**config.mk**
```make
export PLATFORM = sky130hd
export DESIGN_NAME = icu_top
export DESIGN_NICKNAME = d
export VERILOG_FILES = /design/src/rtl/icu_pkg.sv /design/src/rtl/icu_sync.sv /design/src/rtl/icu_filter.sv /design/src/rtl/icu_edge.sv /design/src/rtl/icu_top.sv
export SDC_FILE = /design/constraint.sdc
export NUM_CORES = 1
export LEC_CHECK = 0
export ABC_CLOCK_PERIOD_IN_PS = 2240
export BUFFER_PORTS_ARGS = -buffer_cell sky130_fd_sc_hd__buf_4
export CAP_MARGIN = 10
export CORE_MARGIN = 4
export CORE_UTILIZATION = 43
export CTS_CLUSTER_SIZE = 30
export DETAILED_ROUTE_END_ITERATION = 10
export PLACE_DENSITY = 0.78
export SETUP_SLACK_MARGIN = 0.2
export SLEW_MARGIN = 20
export SYNTH_ARGS = -nofsm -noshare
export SYNTH_HDL_FRONTEND = slang
export SYNTH_SLANG_ARGS = --single-unit
export TNS_END_PERCENT = 10
```
**constraint.sdc**
```tcl
create_clock -name clk -period 2.24 [get_ports clk]
set_clock_uncertainty 0.15 [all_clocks]
set_input_delay 0.224 -clock clk [delete_from_list [all_inputs] [get_ports clk]]
set_output_delay 0.224 -clock clk [all_outputs]
set_load 0.005 [all_outputs]
```
**src/rtl/icu_pkg.sv**
```systemverilog
package icu_pkg;
    typedef enum logic {FLT_LO = 1'b0, FLT_HI = 1'b1} flt_state_e;
    typedef enum logic {FLG_IDLE = 1'b0, FLG_PEND = 1'b1} flg_state_e;
endpackage

```
**src/rtl/icu_sync.sv**
```systemverilog
module icu_sync #(
    parameter int STAGES = 2
) (
    input  logic clk,
    input  logic rst_n,
    input  logic din,
    output logic dout
);
    logic [STAGES-1:0] sh_q;

    always_ff @(posedge clk or negedge rst_n) begin
        if (!rst_n) begin
            sh_q <= '0;
        end else begin
            sh_q[0] <= din;
            for (int i = 1; i < STAGES; i++) sh_q[i] <= sh_q[i-1];
        end
    end

    assign dout = sh_q[STAGES-1];
endmodule

```
**src/rtl/icu_filter.sv**
```systemverilog
module icu_filter
    import icu_pkg::*;
#(
    parameter int FILT_LEN = 4
) (
    input  logic clk,
    input  logic rst_n,
    input  logic filt_en,
    input  logic din,
    output logic dout
);
    localparam int RW = (FILT_LEN > 2) ? $clog2(FILT_LEN) : 1;
    localparam logic [RW-1:0] LAST = RW'(FILT_LEN - 1);

    flt_state_e     st_q, st_d;
    logic [RW-1:0]  run_q, run_d;
    logic           differ;

    always_comb begin
        st_d   = st_q;
        run_d  = '0;
        differ = 1'b0;
        unique case (st_q)
            FLT_LO:  differ = din;
            FLT_HI:  differ = !din;
            default: differ = 1'b0;
        endcase
        if (!filt_en) begin
            st_d = din ? FLT_HI : FLT_LO;
        end else if (differ) begin
            if (run_q == LAST) st_d = din ? FLT_HI : FLT_LO;
            else               run_d = run_q + 1'b1;
        end
    end

    always_ff @(posedge clk or negedge rst_n) begin
        if (!rst_n) begin
            st_q  <= FLT_LO;
            run_q <= '0;
        end else begin
            st_q  <= st_d;
            run_q <= run_d;
        end
    end

    assign dout = filt_en ? (st_q == FLT_HI) : din;

    AST_FILT_HOLDS_SHORT_RUN: assert property (@(posedge clk) disable iff (!rst_n)
        (filt_en && run_q != LAST) |=> $stable(st_q));
endmodule

```
**src/rtl/icu_edge.sv**
```systemverilog
module icu_edge (
    input  logic clk,
    input  logic rst_n,
    input  logic lvl,
    input  logic rise_sel,
    output logic trig
);
    logic prev_q;

    always_ff @(posedge clk or negedge rst_n) begin
        if (!rst_n) prev_q <= 1'b0;
        else        prev_q <= lvl;
    end

    assign trig = (lvl != prev_q) && (lvl == rise_sel);

    AST_TRIG_NEEDS_LEVEL_CHANGE: assert property (@(posedge clk) disable iff (!rst_n)
        trig |-> (lvl != $past(lvl)));
endmodule

```
**src/rtl/icu_top.sv**
```systemverilog
module icu_top
    import icu_pkg::*;
#(
    parameter int CNT_W       = 16,
    parameter int SYNC_STAGES = 2,
    parameter int FILT_LEN    = 4
) (
    input  logic             clk,
    input  logic             rst_n,
    input  logic             cap_pin,
    input  logic [CNT_W-1:0] cnt_val,
    input  logic             cnt_at_top,
    input  logic             cap_is_top,
    input  logic             filt_en,
    input  logic             edge_rise,
    input  logic             int_en,
    input  logic             glob_ie,
    input  logic             flag_clr,
    input  logic             irq_ack,
    input  logic             cap_wr,
    input  logic [CNT_W-1:0] cap_wdata,
    output logic [CNT_W-1:0] cap_val,
    output logic             cap_flag,
    output logic             irq
);
    logic sync_s, filt_s, trig;
    logic pin_cap, set_evt, clr_evt;
    logic [CNT_W-1:0] cap_q;
    flg_state_e flg_q, flg_d;

    icu_sync #(.STAGES(SYNC_STAGES)) u_sync (
        .clk(clk), .rst_n(rst_n), .din(cap_pin), .dout(sync_s));

    icu_filter #(.FILT_LEN(FILT_LEN)) u_filt (
        .clk(clk), .rst_n(rst_n), .filt_en(filt_en), .din(sync_s), .dout(filt_s));

    icu_edge u_edge (
        .clk(clk), .rst_n(rst_n), .lvl(filt_s), .rise_sel(edge_rise), .trig(trig));

    assign pin_cap = trig && !cap_is_top;
    assign set_evt = cap_is_top ? cnt_at_top : trig;
    assign clr_evt = flag_clr || irq_ack;

    always_ff @(posedge clk or negedge rst_n) begin
        if (!rst_n)                    cap_q <= '0;
        else if (pin_cap)              cap_q <= cnt_val;
        else if (cap_is_top && cap_wr) cap_q <= cap_wdata;
    end

    always_comb begin
        flg_d = flg_q;
        unique case (flg_q)
            FLG_IDLE: if (set_evt)             flg_d = FLG_PEND;
            FLG_PEND: if (clr_evt && !set_evt) flg_d = FLG_IDLE;
            default:                           flg_d = FLG_IDLE;
        endcase
    end

    always_ff @(posedge clk or negedge rst_n) begin
        if (!rst_n) flg_q <= FLG_IDLE;
        else        flg_q <= flg_d;
    end

    always_comb begin
        cap_val  = cap_q;
        cap_flag = (flg_q == FLG_PEND);
        irq      = cap_flag && int_en && glob_ie;
    end

    AST_CAPTURE_LOADS: assert property (@(posedge clk) disable iff (!rst_n)
        pin_cap |=> (cap_q == $past(cnt_val)));
    AST_EDGE_POLARITY: assert property (@(posedge clk) disable iff (!rst_n)
        trig |-> (filt_s == edge_rise && filt_s != $past(filt_s)));
    AST_TOP_IGNORES_PIN: assert property (@(posedge clk) disable iff (!rst_n)
        (cap_is_top && !cap_wr) |=> $stable(cap_q));
    AST_SW_WRITE_LOADS: assert property (@(posedge clk) disable iff (!rst_n)
        (cap_is_top && cap_wr) |=> (cap_q == $past(cap_wdata)));
    AST_SET_WINS: assert property (@(posedge clk) disable iff (!rst_n)
        set_evt |=> cap_flag);
    AST_CLEAR_WORKS: assert property (@(posedge clk) disable iff (!rst_n)
        (clr_evt && !set_evt) |=> !cap_flag);
    AST_IRQ_NEEDS_FLAG: assert property (@(posedge clk) disable iff (!rst_n)
        irq |-> cap_flag);
endmodule

```
==> summary.md, run 1 <==
| Metric | Value |
|---|---|
| Status | complete, no violations |
| Setup crit start kind | input pin |
| Routed Antenna Nets | 0 |
| Clock tree sinks | 23 |
| YS warnings | 0 |
| Post-synth top area cell | dfrtp_1 |
| Mapped Nets | 118 |
| Die area | 3500 um^2 |
| Register clock-pin slew on the reported worst setup and hold paths | 0.11 ns |
| Crit path arrival time | 2.05 ns |
| Gr ovfl total | 0 |
| CTS tree | done |
| Synthesized area | 1120 um^2 |
| Die height | 59.1 um |
| Avg Inst Size Synth | 15.4 um^2 |
| GP Congestion | 0.698 |
| CTS root buf | clkbuf_4 |
| CTS buffer count | 3 |
| P per Cell Area | 608 nW/um^2 |
| Vias in the first global route | 1,024 |
| Data required time at the worst endpoint | 2.29 ns |
| Remaining DRCs | 0 |
| Area grow syn2layout | 62.4% |
| Initial antenna violation count | 0 |
| Syn Inst Count | 73 |
| Final setup violation count | 0 |
| DRT iter0 DRCs | 23 |
| Slew Viols, Final | 0 |
| N_diodes | 0 |
| Crit path max fanout | 17 |
| Top-area cell type share of the netlist area | 0.512 |
| Setup CP Type | input pin to flop |
| Overall Global Routing Usage | 0.169 |
| Placed Area | 1610 um^2 |
| Final hold viol count | 0 |
| Total routed wirelength | 2.65 mm |
| Vias per cell | 4.82 |
| Final Critical Period | 2.00 ns |
| Worst vdd ir | 0.540 mV |
| RSZ-0062 raised after global routing | no |
| Synth area leaders | dfrtp_1, mux2_2, mux2_4 |
| Pwr Total | 1.11 mW |
| Detailed placement HPWL | 2.01 mm |
| I/O pins | 62 |
| Setup tns final | 0 ns |
| CTS HTree Levels | 1 |
| Register area share after synthesis | 0.512 |
| Initial Util | 0.454 |
| Vias | 902 |
| LEAKAGE | 0.906 nW |
| Nets | 203 |
| Largest net degree at the start of global routing | 24 |
| Max transition margin | 0.746 |
| Post-CTS Resized | 0 |
| Clock buffer depth | 2 |
| Unique masters post-synth | 15 |
| Wire per inst | 14.2 um |
| Fmax | 501 MHz |
| CP endpoint kind | flop |
| Core area | 2480 um^2 |
| Flops & latches, synth | 23 |
| IO buf count | 61 |
| Final period util | 0.891 |
| Fin area | 1830 um^2 |
| Slew @ Worst Pin | 0.381 ns |
| Die W | 59.1 um |
| Row count | 18 |
| Hold Crit Class | input pin to flop |
| Pre-antenna DRT Iters | 4 |
| First-pass GRT wire length | 4.42 mm |
| Worst skew pair latency | 0.31 ns |
| Share of cells above drive strength 1 | 0.643 |
| Max_cap viols | 0 |
[flip-flops by register name (all words and copies together), names as in the netlist]
register	count
u_filt.run_q	2
u_sync.sh_q	2
u_edge.prev_q	1
cap_val	16
u_filt.st_q	1
cap_flag	1
[metrics by stage]
| stage | util | hold slack, ns | setup slack, ns | std cells |
|---|---|---|---|---|
| finish | 0.737 | 0.0248 | 0.244 | 187 |
| CTS | 0.737 | 0.0159 | 0.241 | 187 |
| global placement | 0.650 | -0.0222 | 0.491 | 164 |
| floorplan | - | -0.222 | 0.522 | 73 |
| detailed placement | 0.650 | -0.0159 | 0.448 | 164 |
| global route | 0.737 | 0.0198 | 0.238 | 187 |
[cells in the final DEF, fill, tap and decap left out]
cell type	n
dlygate4sd3_1	19
a22oi_1	1
and3_1	1
clkbuf_4	3
clkbuf_1	1
xnor2_1	1
or2b_1	1
nand2_1	3
nor3_1	1
mux2_4	10
mux2_2	24
dfrtp_1	23
buf_4	63
ha_1	1
nor2_1	2
nor3b_1	2
mux2i_4	1
[worst paths after layout]
kind | from | endpoint | slack, ns | cells past startpoint
min in group asynchronous | rst_n | cap_val[5] | 0.18 | 2
worst min register to register | u_sync.sh_q[0] | u_sync.sh_q[1] | 0.22 | 0
worst min-delay path | cnt_at_top | cap_flag | 0.02 | 3
max in group asynchronous | rst_n | u_edge.prev_q | 1.54 | 2
worst max register to register | u_sync.sh_q[1] | cap_val[4] | 0.44 | 4
worst max-delay path | filt_en | cap_val[4] | 0.24 | 6
[repair_timing]
| action | 4_1_cts | 5_1_grt |
|---|---|---|
| setup endpoints to repair | 0 | 0 |
| hold buffers | 19 | 0 |
| buffers inserted | 0 | 0 |
| endpoints found under the hold margin | 41 | 0 |
[report_power, final]
| part | internal, mW | total, mW | switching (mW) | leakage (nW) |
|---|---|---|---|---|
| Combinational | 0.281 | 0.395 | 0.114 | 0.619 |
| Clock | 0.0696 | 0.187 | 0.118 | 0.0150 |
| Sequential | 0.489 | 0.529 | 0.0402 | 0.273 |
| Total | 0.839 | 1.11 | 0.272 | 0.906 |
[layer usage]
| layer | global-route usage | share of wire | vias up |
|---|---|---|---|
| met5 | 0 | 0 | - |
| met4 | 0.0841 | 0.017 | 0 |
| met3 | 0.0458 | 0.065 | 4 |
| met2 | 0.309 | 0.56 | 34 |
| met1 | 0.175 | 0.36 | 436 |
| li1 | - | - | 428 |
[kinds of logic (layout without fill, tap and decap cells)]
logic type / Yosys count / in the layout / share of synthesized area
buf+inv: 2 / 86 / 0.0222
simple gates: 10 / 10 / 0.0467
fa+ha+maj: 1 / 1 / 0.0111
compound gates: 1 / 1 / 0.00668
flops: 23 / 23 / 0.512
mux: 35 / 35 / 0.394
xor+xnor: 1 / 1 / 0.00779
[critical path, stage by stage]
cell	delay [ns]
dlygate4sd3_1	0.53
buf_4	0.15
mux2_4	0.32
mux2i_4	0.15
buf_4	0.29
mux2_2	0.37
[cell usage after synthesis]
cell type and number:
mux2_2 24, a22oi_1 1, ha_1 1, mux2_4 10, dfrtp_1 23, and3_1 1
nor3_1 1, nor2_1 2, xnor2_1 1, buf_2 1, or2b_1 1, nand2_1 3
buf_12 1, nor3b_1 2, mux2i_4 1
[area by class of cell]
type                       instances  area [um^2]
clock buffer                       4         26.3
fill                             172          651
multi-input combinational         48          524
sequential                        23          576
tap                               30         37.5
timing repair buffer              82          663
Note: power is estimated with default switching activity, not from simulation.
==> run 2: changes to the inputs <==
--- a/config.mk
+++ b/config.mk
@@ -13,9 +13,11 @@
 export CTS_CLUSTER_SIZE = 30
 export DETAILED_ROUTE_END_ITERATION = 10
 export PLACE_DENSITY = 0.78
+export REMOVE_ABC_BUFFERS = 1
 export SETUP_SLACK_MARGIN = 0.2
+export SKIP_LAST_GASP = 1
 export SLEW_MARGIN = 20
 export SYNTH_ARGS = -nofsm -noshare
 export SYNTH_HDL_FRONTEND = slang
 export SYNTH_SLANG_ARGS = --single-unit
-export TNS_END_PERCENT = 10
+export TNS_END_PERCENT = 100
==> summary.md, run 2 (synthesized netlist as in run 1, its figures left out) <==
| Metric | Value |
|---|---|
| Commonest non-fill, non-tap cell in the layout | buf_4 |
| IO buf count | 61 (unchanged) |
| Crit path arrival time | 1.84 ns (-0.21 ns) |
| Clock tree sinks | 23 (unchanged) |
| Largest register FFs | 16 (unchanged) |
| Setup crit start kind | flop |
| Total routed wirelength | 2.65 mm (-0.11%) |
| Clock buffer depth | 2 (unchanged) |
| Die area | 3500 um^2 (unchanged) |
| Overall Global Routing Usage | 0.151 (-0.0179) |
| Max_cap viols | 0 (unchanged) |
| P per Cell Area | 605 nW/um^2 (-0.45%) |
| Final setup violation count | 0 (unchanged) |
| Slew Viols, Final | 0 (unchanged) |
| Share of cells above drive strength 1 | 0.650 (+0.00637) |
| Setup CP Type | flop to flop |
| Setup Buffers After CTS | 0 (unchanged) |
| Placed Area | 1620 um^2 (+0.78%) |
| Setup tns final | 0 ns (unchanged) |
| First-pass GRT wire length | 4.06 mm (-8.0%) |
| Slew @ Worst Pin | 0.399 ns (+0.0183 ns) |
| Max transition margin | 0.733 (-0.0123) |
| CTS buffer count | 3 (unchanged) |
| Hold slack | 0.0217 ns (-0.00309 ns) |
| DRT iter0 DRCs | 13 (-43%) |
| Sequential cell area | 576 um^2 (unchanged) |
| CTS root buf | clkbuf_4 |
| Gr ovfl total | 0 (unchanged) |
| Final Critical Period | 1.79 ns (-0.210 ns) |
| Fin area | 1840 um^2 (+0.89%) |
| Detailed placement HPWL | 1.91 mm (-4.9%) |
| Crit path max fanout | 15 (-2) |
| Row count | 18 (unchanged) |
| Area grow syn2layout | 63.8% |
| Commonest cells after routing, fill and taps aside | buf_4, mux2_2, dfrtp_1 |
| Final hold viol count | 0 (unchanged) |
| Vias per cell | 4.58 (-5.0%) |
| Initial antenna violation count | 0 (unchanged) |
| RSZ-0062 raised after global routing | no |
| Die W | 59.1 um (unchanged) |
| Post-CTS Hold Buffers | 17 (-2) |
| Worst vdd ir | 0.443 mV (-18%) |
| Final period util | 0.797 (-0.0937) |
| Vias in the first global route | 890 (-13%) |
| Routed Antenna Nets | 0 (unchanged) |
| Die height | 59.1 um (unchanged) |
| N_diodes | 0 (unchanged) |
| Multi-input gate area | 524 um^2 (unchanged) |
| Filler Cells Inserted | 177 (+2.9%) |
| Vias | 857 (-5.0%) |
| Worst skew pair latency | 0.30 ns (about the same) |
| Wire per inst | 14.2 um (-0.11%) |
| Hold Crit Class | input pin to flop |
| Initial Util | 0.454 (unchanged) |
| Register clock-pin slew on the reported worst setup and hold paths | 0.13 ns (+0.02 ns) |
| Pwr Total | 1.12 mW (+0.44%) |
| Largest net degree at the start of global routing | 24 (unchanged) |
| Core area | 2480 um^2 (unchanged) |
| Pre-antenna DRT Iters | 2 (-2) |
| CP endpoint kind | flop |
| Status | complete, no violations |
| Fmax | 560 MHz (+12%) |
| Remaining DRCs | 0 (unchanged) |
| Nets | 203 (unchanged) |
| CTS HTree Levels | 1 (unchanged) |
| Data required time at the worst endpoint | 2.29 ns (about the same) |
| Post-CTS Resized | 0 (unchanged) |
| LEAKAGE | 0.911 nW (+0.55%) |
| CTS tree | done |
| I/O pins | 62 (unchanged) |
| GP Congestion | 0.710 (+1.7%) |
[run 2: changes by cell type in the layout (fill, tap and decap cells not counted), sizes merged]
cell      delta
clkbuf       -1
clkinvlp     +1
[run 2: layout make-up]
class,instances,area share
Clock buffer,3,0.0122
Timing Repair Buffer,82,0.367
Sequential cell,23,0.312
Multi-Input combinational cell,48,0.284
Tap cell,30,0.0204
Clock inverter,1,0.00407
[run 2: metal layers]
layer  GRT usage  vias up  share of wire  wire length (um)
met2       0.285       33           0.55              1450
li1            -      428              -                 -
met5           0        -              0                 0
met3      0.0174        2          0.079               209
met1       0.184      394           0.36               964
met4      0.0291        0         0.0087                23
[run 2: final timing paths]
path                                 from               to  slack [ns]  depth (start not counted)
min in group asynchronous           rst_n       cap_val[6]        0.19                          2
setup reg to reg           u_sync.sh_q[1]       cap_val[2]        0.45                          4
hold reg to reg            u_sync.sh_q[0]   u_sync.sh_q[1]        0.22                          0
hold / removal                    filt_en  u_filt.run_q[1]        0.02                          3
setup / recovery           u_sync.sh_q[1]       cap_val[2]        0.45                          4
max in group asynchronous           rst_n       cap_val[0]        1.53                          2
[run 2: critical path, stage by stage, from the launching register on]
cell and delay, ns:
dfrtp_1 0.43, mux2_4 0.31, mux2i_4 0.25, buf_12 0.20, mux2_2 0.35
[run 2: report_power, final]
| part | internal (mW) | total (mW) | leakage, nW | switching, mW |
|---|---|---|---|---|
| clock | 0.0677 | 0.188 | 0.0139 | 0.120 |
| sequential | 0.489 | 0.528 | 0.273 | 0.0394 |
| combinational | 0.284 | 0.399 | 0.625 | 0.115 |
[run 2: stage by stage]
stage | utilization | cells | setup WS [ns]
after global routing | 0.744 | 187 | 0.397
after floorplan | - | 71 | 0.388
after detailed placement | 0.655 | 164 | 0.465
final | 0.744 | 187 | 0.454
after CTS | 0.736 | 185 | 0.447
after global placement | 0.655 | 164 | 0.525
==> run 3: changes to the inputs <==
--- a/config.mk
+++ b/config.mk
@@ -5,14 +5,14 @@
 export SDC_FILE = /design/constraint.sdc
 export NUM_CORES = 1
 export LEC_CHECK = 0
-export ABC_CLOCK_PERIOD_IN_PS = 2240
+export ABC_CLOCK_PERIOD_IN_PS = 1550
 export BUFFER_PORTS_ARGS = -buffer_cell sky130_fd_sc_hd__buf_4
 export CAP_MARGIN = 10
 export CORE_MARGIN = 4
-export CORE_UTILIZATION = 43
+export CORE_UTILIZATION = 39
 export CTS_CLUSTER_SIZE = 30
 export DETAILED_ROUTE_END_ITERATION = 10
-export PLACE_DENSITY = 0.78
+export PLACE_DENSITY = 0.74
 export REMOVE_ABC_BUFFERS = 1
 export SETUP_SLACK_MARGIN = 0.2
 export SKIP_LAST_GASP = 1
==> constraint.sdc (replaced) <==
create_clock -name clk -period 1.55 [get_ports clk]
set_clock_uncertainty 0.15 [all_clocks]
set_input_delay 0.155 -clock clk [delete_from_list [all_inputs] [get_ports clk]]
set_output_delay 0.155 -clock clk [all_outputs]
set_load 0.005 [all_outputs]
==> summary.md, run 3 (synthesized netlist as in run 1, its figures left out) <==
| Metric | Value |
|---|---|
| Status | finished, violations left |
| Failing checks | setup timing |
| RSZ-0062 raised after global routing | yes |
| Placed Area | 1670 um^2 (+3.2%) |
| Overall Global Routing Usage | 0.149 (-0.00227) |
| Detailed placement HPWL | 1.99 mm (+4.0%) |
| Slew Viols, Final | 0 (unchanged) |
| P per Cell Area | 855 nW/um^2 (+41%) |
| Row count | 19 (+1) |
| Fin area | 1920 um^2 (+3.9%) |
| Internal Power | 1.24 mW (+47%) |
| Share of cells above drive strength 1 | 0.665 (+0.0150) |
| Sw frac | 0.246 (-0.000937) |
| Worst setup margin | -0.122 ns (-0.576 ns) |
| Max_cap viols | 0 (unchanged) |
| N_diodes | 0 (unchanged) |
| Largest register FFs | 16 (unchanged) |
| I/O pins | 62 (unchanged) |
| Post-CTS Hold Buffers | 20 (+3) |
| Vias | 924 (+7.8%) |
| Hold Crit Class | input pin to flop |
| Setup CP Type | flop to flop |
| Initial Util | 0.408 (-0.0461) |
| Pwr Total | 1.64 mW (+47%) |
| GP Congestion | 0.700 (-1.4%) |
| Pre-antenna DRT Iters | 4 (+2) |
| Initial antenna violation count | 0 (unchanged) |
| Commonest cells after routing, fill and taps aside | buf_4, mux2_2, dfrtp_1 |
| Fmax | 598 MHz (+6.8%) |
| Worst vdd ir | 0.933 mV (+110%) |
| DRT iter0 DRCs | 31 (+18) |
| Clock tree sinks | 23 (unchanged) |
| Clock buffer depth | 2 (unchanged) |
| Setup WS pre-CTS | -0.107 ns (-0.571 ns) |
| Die W | 61.7 um (+4.3%) |
| Slew @ Worst Pin | 0.367 ns (-0.0322 ns) |
| Setup tns final | -1.58 ns (-1.58 ns) |
| Crit path max fanout | 11 (-4) |
| Area grow syn2layout | 70.3% |
| LEAKAGE | 0.950 nW (+4.2%) |
| Final Critical Period | 1.67 ns (-0.114 ns) |
| CTS tree | done |
| Vias per cell | 4.74 (+3.4%) |
| Comb pwr share | 0.368 (+0.010) |
| CP endpoint kind | flop |
| Remaining DRCs | 0 (unchanged) |
| Register clock-pin slew on the reported worst setup and hold paths | 0.12 ns (about the same) |
| P_sw | 0.403 mW (+46%) |
| Final hold viol count | 0 (unchanged) |
| Routed Antenna Nets | 0 (unchanged) |
| First-pass GRT wire length | 4.09 mm (+0.66%) |
| Vias in the first global route | 1,031 (+16%) |
| IO buf count | 61 (unchanged) |
| Hold slack | 0.00607 ns (-0.0156 ns) |
| Worst skew pair latency | 0.30 ns (about the same) |
| CTS root buf | clkbuf_4 |
| Gr ovfl total | 0 (unchanged) |
| Commonest non-fill, non-tap cell in the layout | buf_4 |
| Clock network power share | 0.166 (-0.003) |
| Max transition margin | 0.755 (+0.0215) |
| Crit path arrival time | 1.72 ns (-0.12 ns) |
| CTS buffer count | 3 (unchanged) |
| Non-Filler Instances | 195 (+4.3%) |
| Die height | 61.7 um (+4.3%) |
| CTS HTree Levels | 1 (unchanged) |
| Largest net degree at the start of global routing | 24 (unchanged) |
| Final Util | 0.695 (-0.0493) |
| Wire per inst | 13.9 um (-1.7%) |
| Die area | 3810 um^2 (+8.8%) |
| Data required time at the worst endpoint | 1.60 ns (-0.69 ns) |
| Total routed wirelength | 2.71 mm (+2.5%) |
| Final period util | 1.08 (+0.281) |
| Proportion of power drawn by flip-flops and latches | 0.466 (-0.007) |
| Nets | 210 (+3.4%) |
| Core area | 2760 um^2 (+11%) |
| Placed cell count | 170 (+3.7%) |
| Final setup violation count | 16 (+16) |
| Setup crit start kind | flop |
run 3: cell types whose count changed in the layout (fill, tap and decap cells not counted), sizes merged:
cell         change
buf              +6
clkbuf           +1
clkinvlp         -1
dlygate4sd3      +1
run 3: per-layer routing:
layer  track usage  part of all wire
met5             0                 0
met3        0.0413             0.085
met2         0.280              0.54
met4        0.0818             0.033
met1         0.145              0.34
run 3: worst max-delay path, cell delays in order, from the launching register on:
cell and delay (ns):
dfrtp_1 0.40, mux2_4 0.30, mux2i_4 0.21, buf_12 0.17
mux2_2 0.34
run 3: layout make-up:
type	count	area [um^2]
multi-input combinational	48	532
sequential	23	576
timing repair buffer	89	743
fill	178	842
tap	31	38.8
clock buffer	4	26.3
run 3: final timing paths:
path | start | end | slack, ns | depth (start not counted)
worst max-delay path | u_sync.sh_q[1] | cap_val[1] | -0.12 | 4
worst min-delay path | filt_en | u_edge.prev_q | 0.006 | 2
worst max register to register | u_sync.sh_q[1] | cap_val[1] | -0.12 | 4
worst min register to register | u_sync.sh_q[0] | u_sync.sh_q[1] | 0.22 | 0
max in group asynchronous | rst_n | u_filt.st_q | 0.90 | 2
min in group asynchronous | rst_n | cap_val[11] | 0.12 | 2
run 3: what timing repair did:
item | CTS | global route
endpoints found under the hold margin | 41 | 1
gates resized for setup | 1 | 1
setup endpoints to repair | 18 | 19
setup buffers | 1 | 0
run 3: power groups by stage:
stage	Clock, mW	Sequential, mW	Combinational, mW
2_1_floorplan	0	0.776	0.249
3_3_place_gp	0	0.766	0.551
3_5_place_dp	0	0.774	0.564
4_1_cts	0.280	0.762	0.608
5_1_grt	0.295	0.774	0.658
6_report	0.273	0.763	0.603
